$ cat src/rtl/rtc_trim_pkg.sv
package rtc_trim_pkg;

  typedef enum logic {
    TRIM_SLOW = 1'b0,
    TRIM_FAST = 1'b1
  } trim_mode_e;

  localparam int TRIM_MAG_MAX = 64;

  // magnitude of a 7-bit two's-complement count (0..64)
  function automatic logic [6:0] trim_mag(input logic [6:0] cnt);
    return cnt[6] ? (~cnt + 7'd1) : cnt;
  endfunction

  // largest number of pulses a single second can carry
  function automatic int trim_kmax(input int secs_per_min);
    return (TRIM_MAG_MAX > secs_per_min - 1) ? (TRIM_MAG_MAX - (secs_per_min - 1)) : 1;
  endfunction

endpackage

$ cat src/rtl/rtc_trim_presc.sv
module rtc_trim_presc #(
  parameter int TICK_DIV = 32768,
  parameter int KW       = 3,
  parameter int KMAX     = 5
) (
  input  logic          clk_osc,
  input  logic          rst_i_n,
  input  logic [KW-1:0] pulse_k,
  input  logic          pulse_neg,
  output logic          tick
);

  localparam int LMAX = TICK_DIV + KMAX;
  localparam int CW   = $clog2(LMAX + 1);

  logic [CW-1:0] pre_q, pre_d, last_idx;

  always_comb begin
    if (pulse_neg) last_idx = CW'(TICK_DIV - 1) + CW'(pulse_k);
    else           last_idx = CW'(TICK_DIV - 1) - CW'(pulse_k);
    tick  = (pre_q == last_idx);
    pre_d = tick ? '0 : pre_q + CW'(1);
  end

  always_ff @(posedge clk_osc or negedge rst_i_n) begin
    if (!rst_i_n) pre_q <= '0;
    else          pre_q <= pre_d;
  end

endmodule

$ cat src/rtl/rtc_trim_timebase.sv
module rtc_trim_timebase #(
  parameter int SECS_PER_MIN    = 60,
  parameter int SLOW_PERIOD_MIN = 120,
  parameter int FAST_PERIOD_MIN = 4,
  localparam int SW = (SECS_PER_MIN > 1) ? $clog2(SECS_PER_MIN) : 1
) (
  input  logic          clk_osc,
  input  logic          rst_i_n,
  input  logic          tick,
  output logic [SW-1:0] sec_nxt,
  output logic          slow_hit,
  output logic          fast_hit
);

  localparam int MSW = (SLOW_PERIOD_MIN > 1) ? $clog2(SLOW_PERIOD_MIN) : 1;
  localparam int MFW = (FAST_PERIOD_MIN > 1) ? $clog2(FAST_PERIOD_MIN) : 1;

  logic [SW-1:0]  sec_q;
  logic [MSW-1:0] mins_q, mins_d;
  logic [MFW-1:0] minf_q, minf_d;
  logic           wrap;

  always_comb begin
    wrap    = (sec_q == SW'(SECS_PER_MIN - 1));
    sec_nxt = wrap ? '0 : sec_q + SW'(1);
    mins_d  = mins_q;
    minf_d  = minf_q;
    if (wrap) begin
      mins_d = (mins_q == MSW'(SLOW_PERIOD_MIN - 1)) ? '0 : mins_q + MSW'(1);
      minf_d = (minf_q == MFW'(FAST_PERIOD_MIN - 1)) ? '0 : minf_q + MFW'(1);
    end
    slow_hit = wrap && (mins_d == '0);
    fast_hit = wrap && (minf_d == '0);
  end

  always_ff @(posedge clk_osc or negedge rst_i_n) begin
    if (!rst_i_n) begin
      sec_q  <= '0;
      mins_q <= '0;
      minf_q <= '0;
    end else if (tick) begin
      sec_q  <= sec_nxt;
      mins_q <= mins_d;
      minf_q <= minf_d;
    end
  end

endmodule

$ cat src/rtl/rtc_trim_burst.sv
module rtc_trim_burst
  import rtc_trim_pkg::*;
#(
  parameter int SECS_PER_MIN = 60,
  parameter int KW           = 3,
  localparam int SW = (SECS_PER_MIN > 1) ? $clog2(SECS_PER_MIN) : 1
) (
  input  logic          clk_osc,
  input  logic          rst_i_n,
  input  logic          tick,
  input  logic          abort,
  input  logic [7:0]    cfg,
  input  logic [SW-1:0] sec_nxt,
  input  logic          slow_hit,
  input  logic          fast_hit,
  output logic [KW-1:0] pulse_k,
  output logic          pulse_neg,
  output logic          busy
);

  trim_mode_e    mode_q, mode_d, mode_l, cfg_mode;
  logic [6:0]    rem_q, rem_d, rem_l, cfg_mag;
  logic          act_q, act_d, act_l;
  logic          neg_q, neg_d, neg_l;
  logic [KW-1:0] k_q, k_d, k_l;
  logic          trig;

  always_comb begin
    cfg_mode = trim_mode_e'(cfg[7]);
    cfg_mag  = trim_mag(cfg[6:0]);
    trig     = tick && (cfg_mag != '0) &&
               ((cfg_mode == TRIM_FAST) ? fast_hit : slow_hit);

    rem_l  = rem_q;
    act_l  = act_q;
    mode_l = mode_q;
    neg_l  = neg_q;
    if (trig) begin
      rem_l  = cfg_mag;
      act_l  = 1'b1;
      mode_l = cfg_mode;
      neg_l  = cfg[6];
    end else if (act_q && (rem_q == '0)) begin
      act_l = 1'b0;
    end

    k_l = '0;
    if (act_l && (rem_l != '0)) begin
      if (mode_l == TRIM_FAST)
        k_l = (sec_nxt == SW'(SECS_PER_MIN - 1)) ? rem_l[KW-1:0] : KW'(1);
      else if (sec_nxt == '0)
        k_l = KW'(1);
    end

    rem_d  = rem_q;
    act_d  = act_q;
    mode_d = mode_q;
    neg_d  = neg_q;
    k_d    = k_q;
    if (abort) begin
      rem_d = '0;
      act_d = 1'b0;
      if (tick) k_d = '0;
    end else if (tick) begin
      rem_d  = rem_l - 7'(k_l);
      act_d  = act_l;
      mode_d = mode_l;
      neg_d  = neg_l;
      k_d    = k_l;
    end
  end

  always_ff @(posedge clk_osc or negedge rst_i_n) begin
    if (!rst_i_n) begin
      rem_q  <= '0;
      act_q  <= 1'b0;
      mode_q <= TRIM_SLOW;
      neg_q  <= 1'b0;
      k_q    <= '0;
    end else begin
      rem_q  <= rem_d;
      act_q  <= act_d;
      mode_q <= mode_d;
      neg_q  <= neg_d;
      k_q    <= k_d;
    end
  end

  assign pulse_k   = k_q;
  assign pulse_neg = neg_q;
  assign busy      = act_q;

endmodule

$ cat src/rtl/rtc_trim_seq.sv
module rtc_trim_seq
  import rtc_trim_pkg::*;
#(
  parameter int TICK_DIV        = 32768,
  parameter int SECS_PER_MIN    = 60,
  parameter int SLOW_PERIOD_MIN = 120,
  parameter int FAST_PERIOD_MIN = 4
) (
  input  logic       clk_osc,
  input  logic       rst_n,
  input  logic [7:0] trim_cfg,
  output logic       sec_tick,
  output logic       trim_busy
);

  localparam int KMAX = trim_kmax(SECS_PER_MIN);
  localparam int KW   = (KMAX > 1) ? $clog2(KMAX + 1) : 1;
  localparam int SW   = (SECS_PER_MIN > 1) ? $clog2(SECS_PER_MIN) : 1;

  logic [1:0]    rst_sync_q;
  logic          rst_i_n;
  logic [7:0]    cfg_q;
  logic          cfg_chg;
  logic [KW-1:0] pulse_k;
  logic          pulse_neg;
  logic [SW-1:0] sec_nxt;
  logic          slow_hit, fast_hit;

  always_ff @(posedge clk_osc or negedge rst_n) begin
    if (!rst_n) rst_sync_q <= 2'b00;
    else        rst_sync_q <= {rst_sync_q[0], 1'b1};
  end
  assign rst_i_n = rst_sync_q[1];

  always_ff @(posedge clk_osc or negedge rst_i_n) begin
    if (!rst_i_n) cfg_q <= '0;
    else          cfg_q <= trim_cfg;
  end
  assign cfg_chg = (trim_cfg != cfg_q);

  rtc_trim_presc #(.TICK_DIV(TICK_DIV), .KW(KW), .KMAX(KMAX)) presc_i (
    .clk_osc   (clk_osc),
    .rst_i_n   (rst_i_n),
    .pulse_k   (pulse_k),
    .pulse_neg (pulse_neg),
    .tick      (sec_tick)
  );

  rtc_trim_timebase #(
    .SECS_PER_MIN    (SECS_PER_MIN),
    .SLOW_PERIOD_MIN (SLOW_PERIOD_MIN),
    .FAST_PERIOD_MIN (FAST_PERIOD_MIN)
  ) tbase_i (
    .clk_osc  (clk_osc),
    .rst_i_n  (rst_i_n),
    .tick     (sec_tick),
    .sec_nxt  (sec_nxt),
    .slow_hit (slow_hit),
    .fast_hit (fast_hit)
  );

  rtc_trim_burst #(.SECS_PER_MIN(SECS_PER_MIN), .KW(KW)) burst_i (
    .clk_osc   (clk_osc),
    .rst_i_n   (rst_i_n),
    .tick      (sec_tick),
    .abort     (cfg_chg),
    .cfg       (trim_cfg),
    .sec_nxt   (sec_nxt),
    .slow_hit  (slow_hit),
    .fast_hit  (fast_hit),
    .pulse_k   (pulse_k),
    .pulse_neg (pulse_neg),
    .busy      (trim_busy)
  );

endmodule

$ cat config.mk
export PLATFORM = sky130hd
export DESIGN_NAME = rtc_trim_seq
export DESIGN_NICKNAME = d
export VERILOG_FILES = /design/src/rtl/rtc_trim_pkg.sv /design/src/rtl/rtc_trim_presc.sv /design/src/rtl/rtc_trim_timebase.sv /design/src/rtl/rtc_trim_burst.sv /design/src/rtl/rtc_trim_seq.sv
export SDC_FILE = /design/constraint.sdc
export NUM_CORES = 1
export LEC_CHECK = 0
export ABC_AREA = 1
export BUFFER_PORTS_ARGS = -buffer_cell sky130_fd_sc_hd__buf_2
export CAP_MARGIN = 10
export CORE_MARGIN = 3
export CORE_UTILIZATION = 57
export DETAILED_ROUTE_END_ITERATION = 8
export GPL_TIMING_DRIVEN = 1
export PLACE_DENSITY = 0.82
export SYNTH_ARGS = -nofsm -noshare
export SYNTH_HDL_FRONTEND = slang
export SYNTH_SLANG_ARGS = --single-unit
export TNS_END_PERCENT = 50
$ cat constraint.sdc
create_clock -name clk_osc -period 1.9 [get_ports clk_osc]
set_clock_uncertainty 0.05 [all_clocks]
set_input_delay 0.285 -clock clk_osc [delete_from_list [all_inputs] [get_ports clk_osc]]
set_output_delay 0.285 -clock clk_osc [all_outputs]
set_load 0.02 [all_outputs]
==> run metrics <==
Initial Util=0.601; boundary pin count=12; maximum number of pins on one net before global-route repair=53; gp weighted congestion=0.917; type of destination of the critical path=flop; CTS tree=yes; Synth top area share=0.348; leftover overflow at the end of global routing=0; final core utilization=0.950; multi-input logic area=2870 µm²; pre-CTS WS=-1.57 ns; nature of the critical path startpoint=primary input; count of vias placed by the detailed router=5741; post-detailed-placement half-perimeter wirelength=7860 µm; post-route setup slack=-2.12 ns; layout filler cell count=167; library cell occupying the most area in the post-synthesis netlist=dfrtp_1; clock-pin slew on the worst setup and hold paths=0.12 ns; Top Usage Layer GRT=met2; post-layout minimum cycle time=4.02 ns; maximum buffer depth of the clock tree=2; initial drt markers=1238; number of antenna diodes=0; max_cap viols=0; detailed-route vias per instance=7.12; number of setup violations in the final report=45; x dimension of the die=88.5 µm; count of pins over their slew limit=0; worst hold-check slack=0.00950 ns; placed standard-cell area=4980 µm²; count of synthesis-stage warnings from yosys=0; nets in the synthesized netlist=577; post-synthesis sequential area ratio=0.348; global routing met2 resource utilization=0.618; Leak Pwr=3.19 nW; Netlist Area Pre-Place=3880 µm²; Crit Path Max Fanout=5; result of the run=finished with violations; count of nets left with antenna violations after detail routing=0; number of iterations in the first detailed-routing pass=9; Crit path buffers/inverters=4; power per unit of standard cell area=334 nW/µm²; top post-synthesis cells by area=dfrtp_1 (35%), nand2_1 (16%), inv_1 (7.1%); Crit path required time=2.07 ns; number of global-route vias before repair=4649; clock network latency to the later pin of the worst-skew pair=0.34 ns; number of antenna violations at the first check in global routing=0; delay-heaviest family, CP=simple AND/OR/NAND/NOR gates; actual transition at the worst max-transition pin=0.725 ns; final hold violation count=0; normalized max-slew margin=0.517; Routed WL per cell=26.5 µm; TritonCTS sink count=54; footprint of the flip-flops and latches=1360 µm²; layout overhead on the synthesized area=58.1%; final standard cell area without fillers=6140 µm²; number of standard cells after synthesis=554; wire length of the first global-routing pass=21200 µm; DRC=8; cell repeated most along the worst path=nand2_1; placeable core region=6460 µm²; CTS root buf=clkbuf_8; VDD IR max=0.000377 V; Critical Setup Path Class=primary input to flop; row count=29; height of the chip=88.5 µm; CP max-delay cell=fa_2; Worst EP arrival=4.19 ns; distinct cell type count after synthesis=44; buffers added on ports=11; failing checks=DRC, setup timing; Num CTS Buffers=5; unrepaired setup endpoints after global routing=true; worst stage delay on the critical path=0.42 ns; final period utilization=2.11; average size of a mapped cell=7.01 µm²; net count of the finished layout=751; die area=7840 µm²; met3 track demand over resource=0.0661; global router's overall resource usage=0.352; share of final-layout standard cells stronger than drive strength 1=0.488; path category of the worst min-delay check=primary input to flop; met1 Track Usage GR=0.396; Fmax=249 MHz; number of H-tree levels=2; total of flip-flops plus latches after synthesis=54; Detailed Route WL=21400 µm
## power breakdown
part / leakage [nW] / switching (mW) / internal, mW
Combinational: 2.47 / 0.114 / 0.0591
Sequential: 0.678 / 0.00667 / 1.16
Clock: 0.0452 / 0.451 / 0.263
## through the flow
step                      TNS [ns]  power, mW  instances
after CTS                   -15.38       1.97        777
final                       -30.50       2.05        806
after global placement      -16.99       1.32        753
after detailed placement    -19.96       1.32        753
after global routing        -34.82       2.10        806
after floorplan             -11.22       1.25        554
## layout make-up
type | instances | share of cell area
Multi-Input combinational cell | 416 | 0.468
Timing Repair Buffer | 174 | 0.232
Sequential cell | 54 | 0.221
Inverter | 77 | 0.0495
Tap cell | 77 | 0.0157
Clock buffer | 6 | 0.0118
Clock inverter | 2 | 0.00224
## Yosys cell counts, drive strengths merged
cell type / instances
o22ai: 4
nand3: 50
o21a: 1
nor4: 1
buf: 4
dfrtp: 54
fa: 1
inv: 77
nand3b: 3
or2: 4
a21oi: 17
nand2: 181
xor2: 3
o21ai: 32
conb: 1
nor3b: 4
o41ai: 1
xnor2: 1
o211ai: 1
and3b: 1
a2111oi: 1
nand4: 5
nor3: 7
ha: 12
a31oi: 2
nor2: 78
a32o: 1
clkbuf: 4
and2: 1
a21boi: 1
a22o: 1
## registers in the layout, indices dropped and copies added (netlist names)
signal / flops
burst_i.rem_q: 7
burst_i.mode_q: 1
burst_i.pulse_k: 3
burst_i.pulse_neg: 1
tbase_i.minf_q: 2
presc_i.pre_q: 16
cfg_q: 8
tbase_i.sec_q: 6
burst_i.busy: 1
rst_sync_q: 2
tbase_i.mins_q: 7
## cells in the final DEF, fill, tap and decap left out, types with 8 or more instances in the layout
cell / netlist / routed
nand3_1: 43 / 29
dfrtp_1: 54 / 51
buf_2: 3 / 10
inv_1: 73 / 65
buf_6: 1 / 18
o21ai_0: 28 / 9
nand2_1: 162 / 117
nand2_2: 9 / 43
nor2_2: 2 / 12
buf_4: 0 / 140
a21oi_1: 17 / 14
nand2_4: 10 / 20
inv_2: 2 / 8
nand3_2: 6 / 13
nor2_1: 66 / 42
nor2_4: 8 / 23
nand3_4: 1 / 8
o21ai_1: 0 / 13
## routing by layer
| layer | part of all wire | vias to the layer above |
|---|---|---|
| met3 | 0.15 | 337 |
| li1 | - | 2110 |
| met5 | 0 | - |
| met1 | 0.31 | 2539 |
| met4 | 0.12 | 0 |
| met2 | 0.42 | 755 |
## kinds of logic (layout without fill, tap and decap cells)
kind of cell	count (synthesis)	count (layout)	synth area share
simple gates	335	336	0.420
buf+inv	85	259	0.0867
compound gates	62	62	0.0918
flops	54	54	0.348
fa+ha+maj	13	13	0.0438
xor+xnor	4	4	0.00902
other cells	1	1	0.000966
## what timing repair did
item                                    4_1_cts  5_1_grt
hold endpoints to repair                      2        0
endpoints found under the setup margin       38       45
cloned                                        3        0
pin swaps                                    17       50
hold buffers                                  1        0
setup buffers                                14       31
gates resized for setup                      87      107
## path summary, 6_finish.rpt
path                                    start                 end  slack [ns]  cells past startpoint
setup / recovery                  trim_cfg[1]    burst_i.rem_q[4]       -2.12                     29
hold / removal                    trim_cfg[2]            cfg_q[2]       0.009                      1
setup reg to reg           burst_i.pulse_k[0]    burst_i.rem_q[4]       -2.11                     27
hold reg to reg                 rst_sync_q[0]       rst_sync_q[1]        0.33                      0
max in group asynchronous       rst_sync_q[1]  burst_i.pulse_k[2]        0.90                      1
min in group asynchronous               rst_n       rst_sync_q[1]        0.19                      2
No activity file was read; power rests on OpenSTA's default activity.
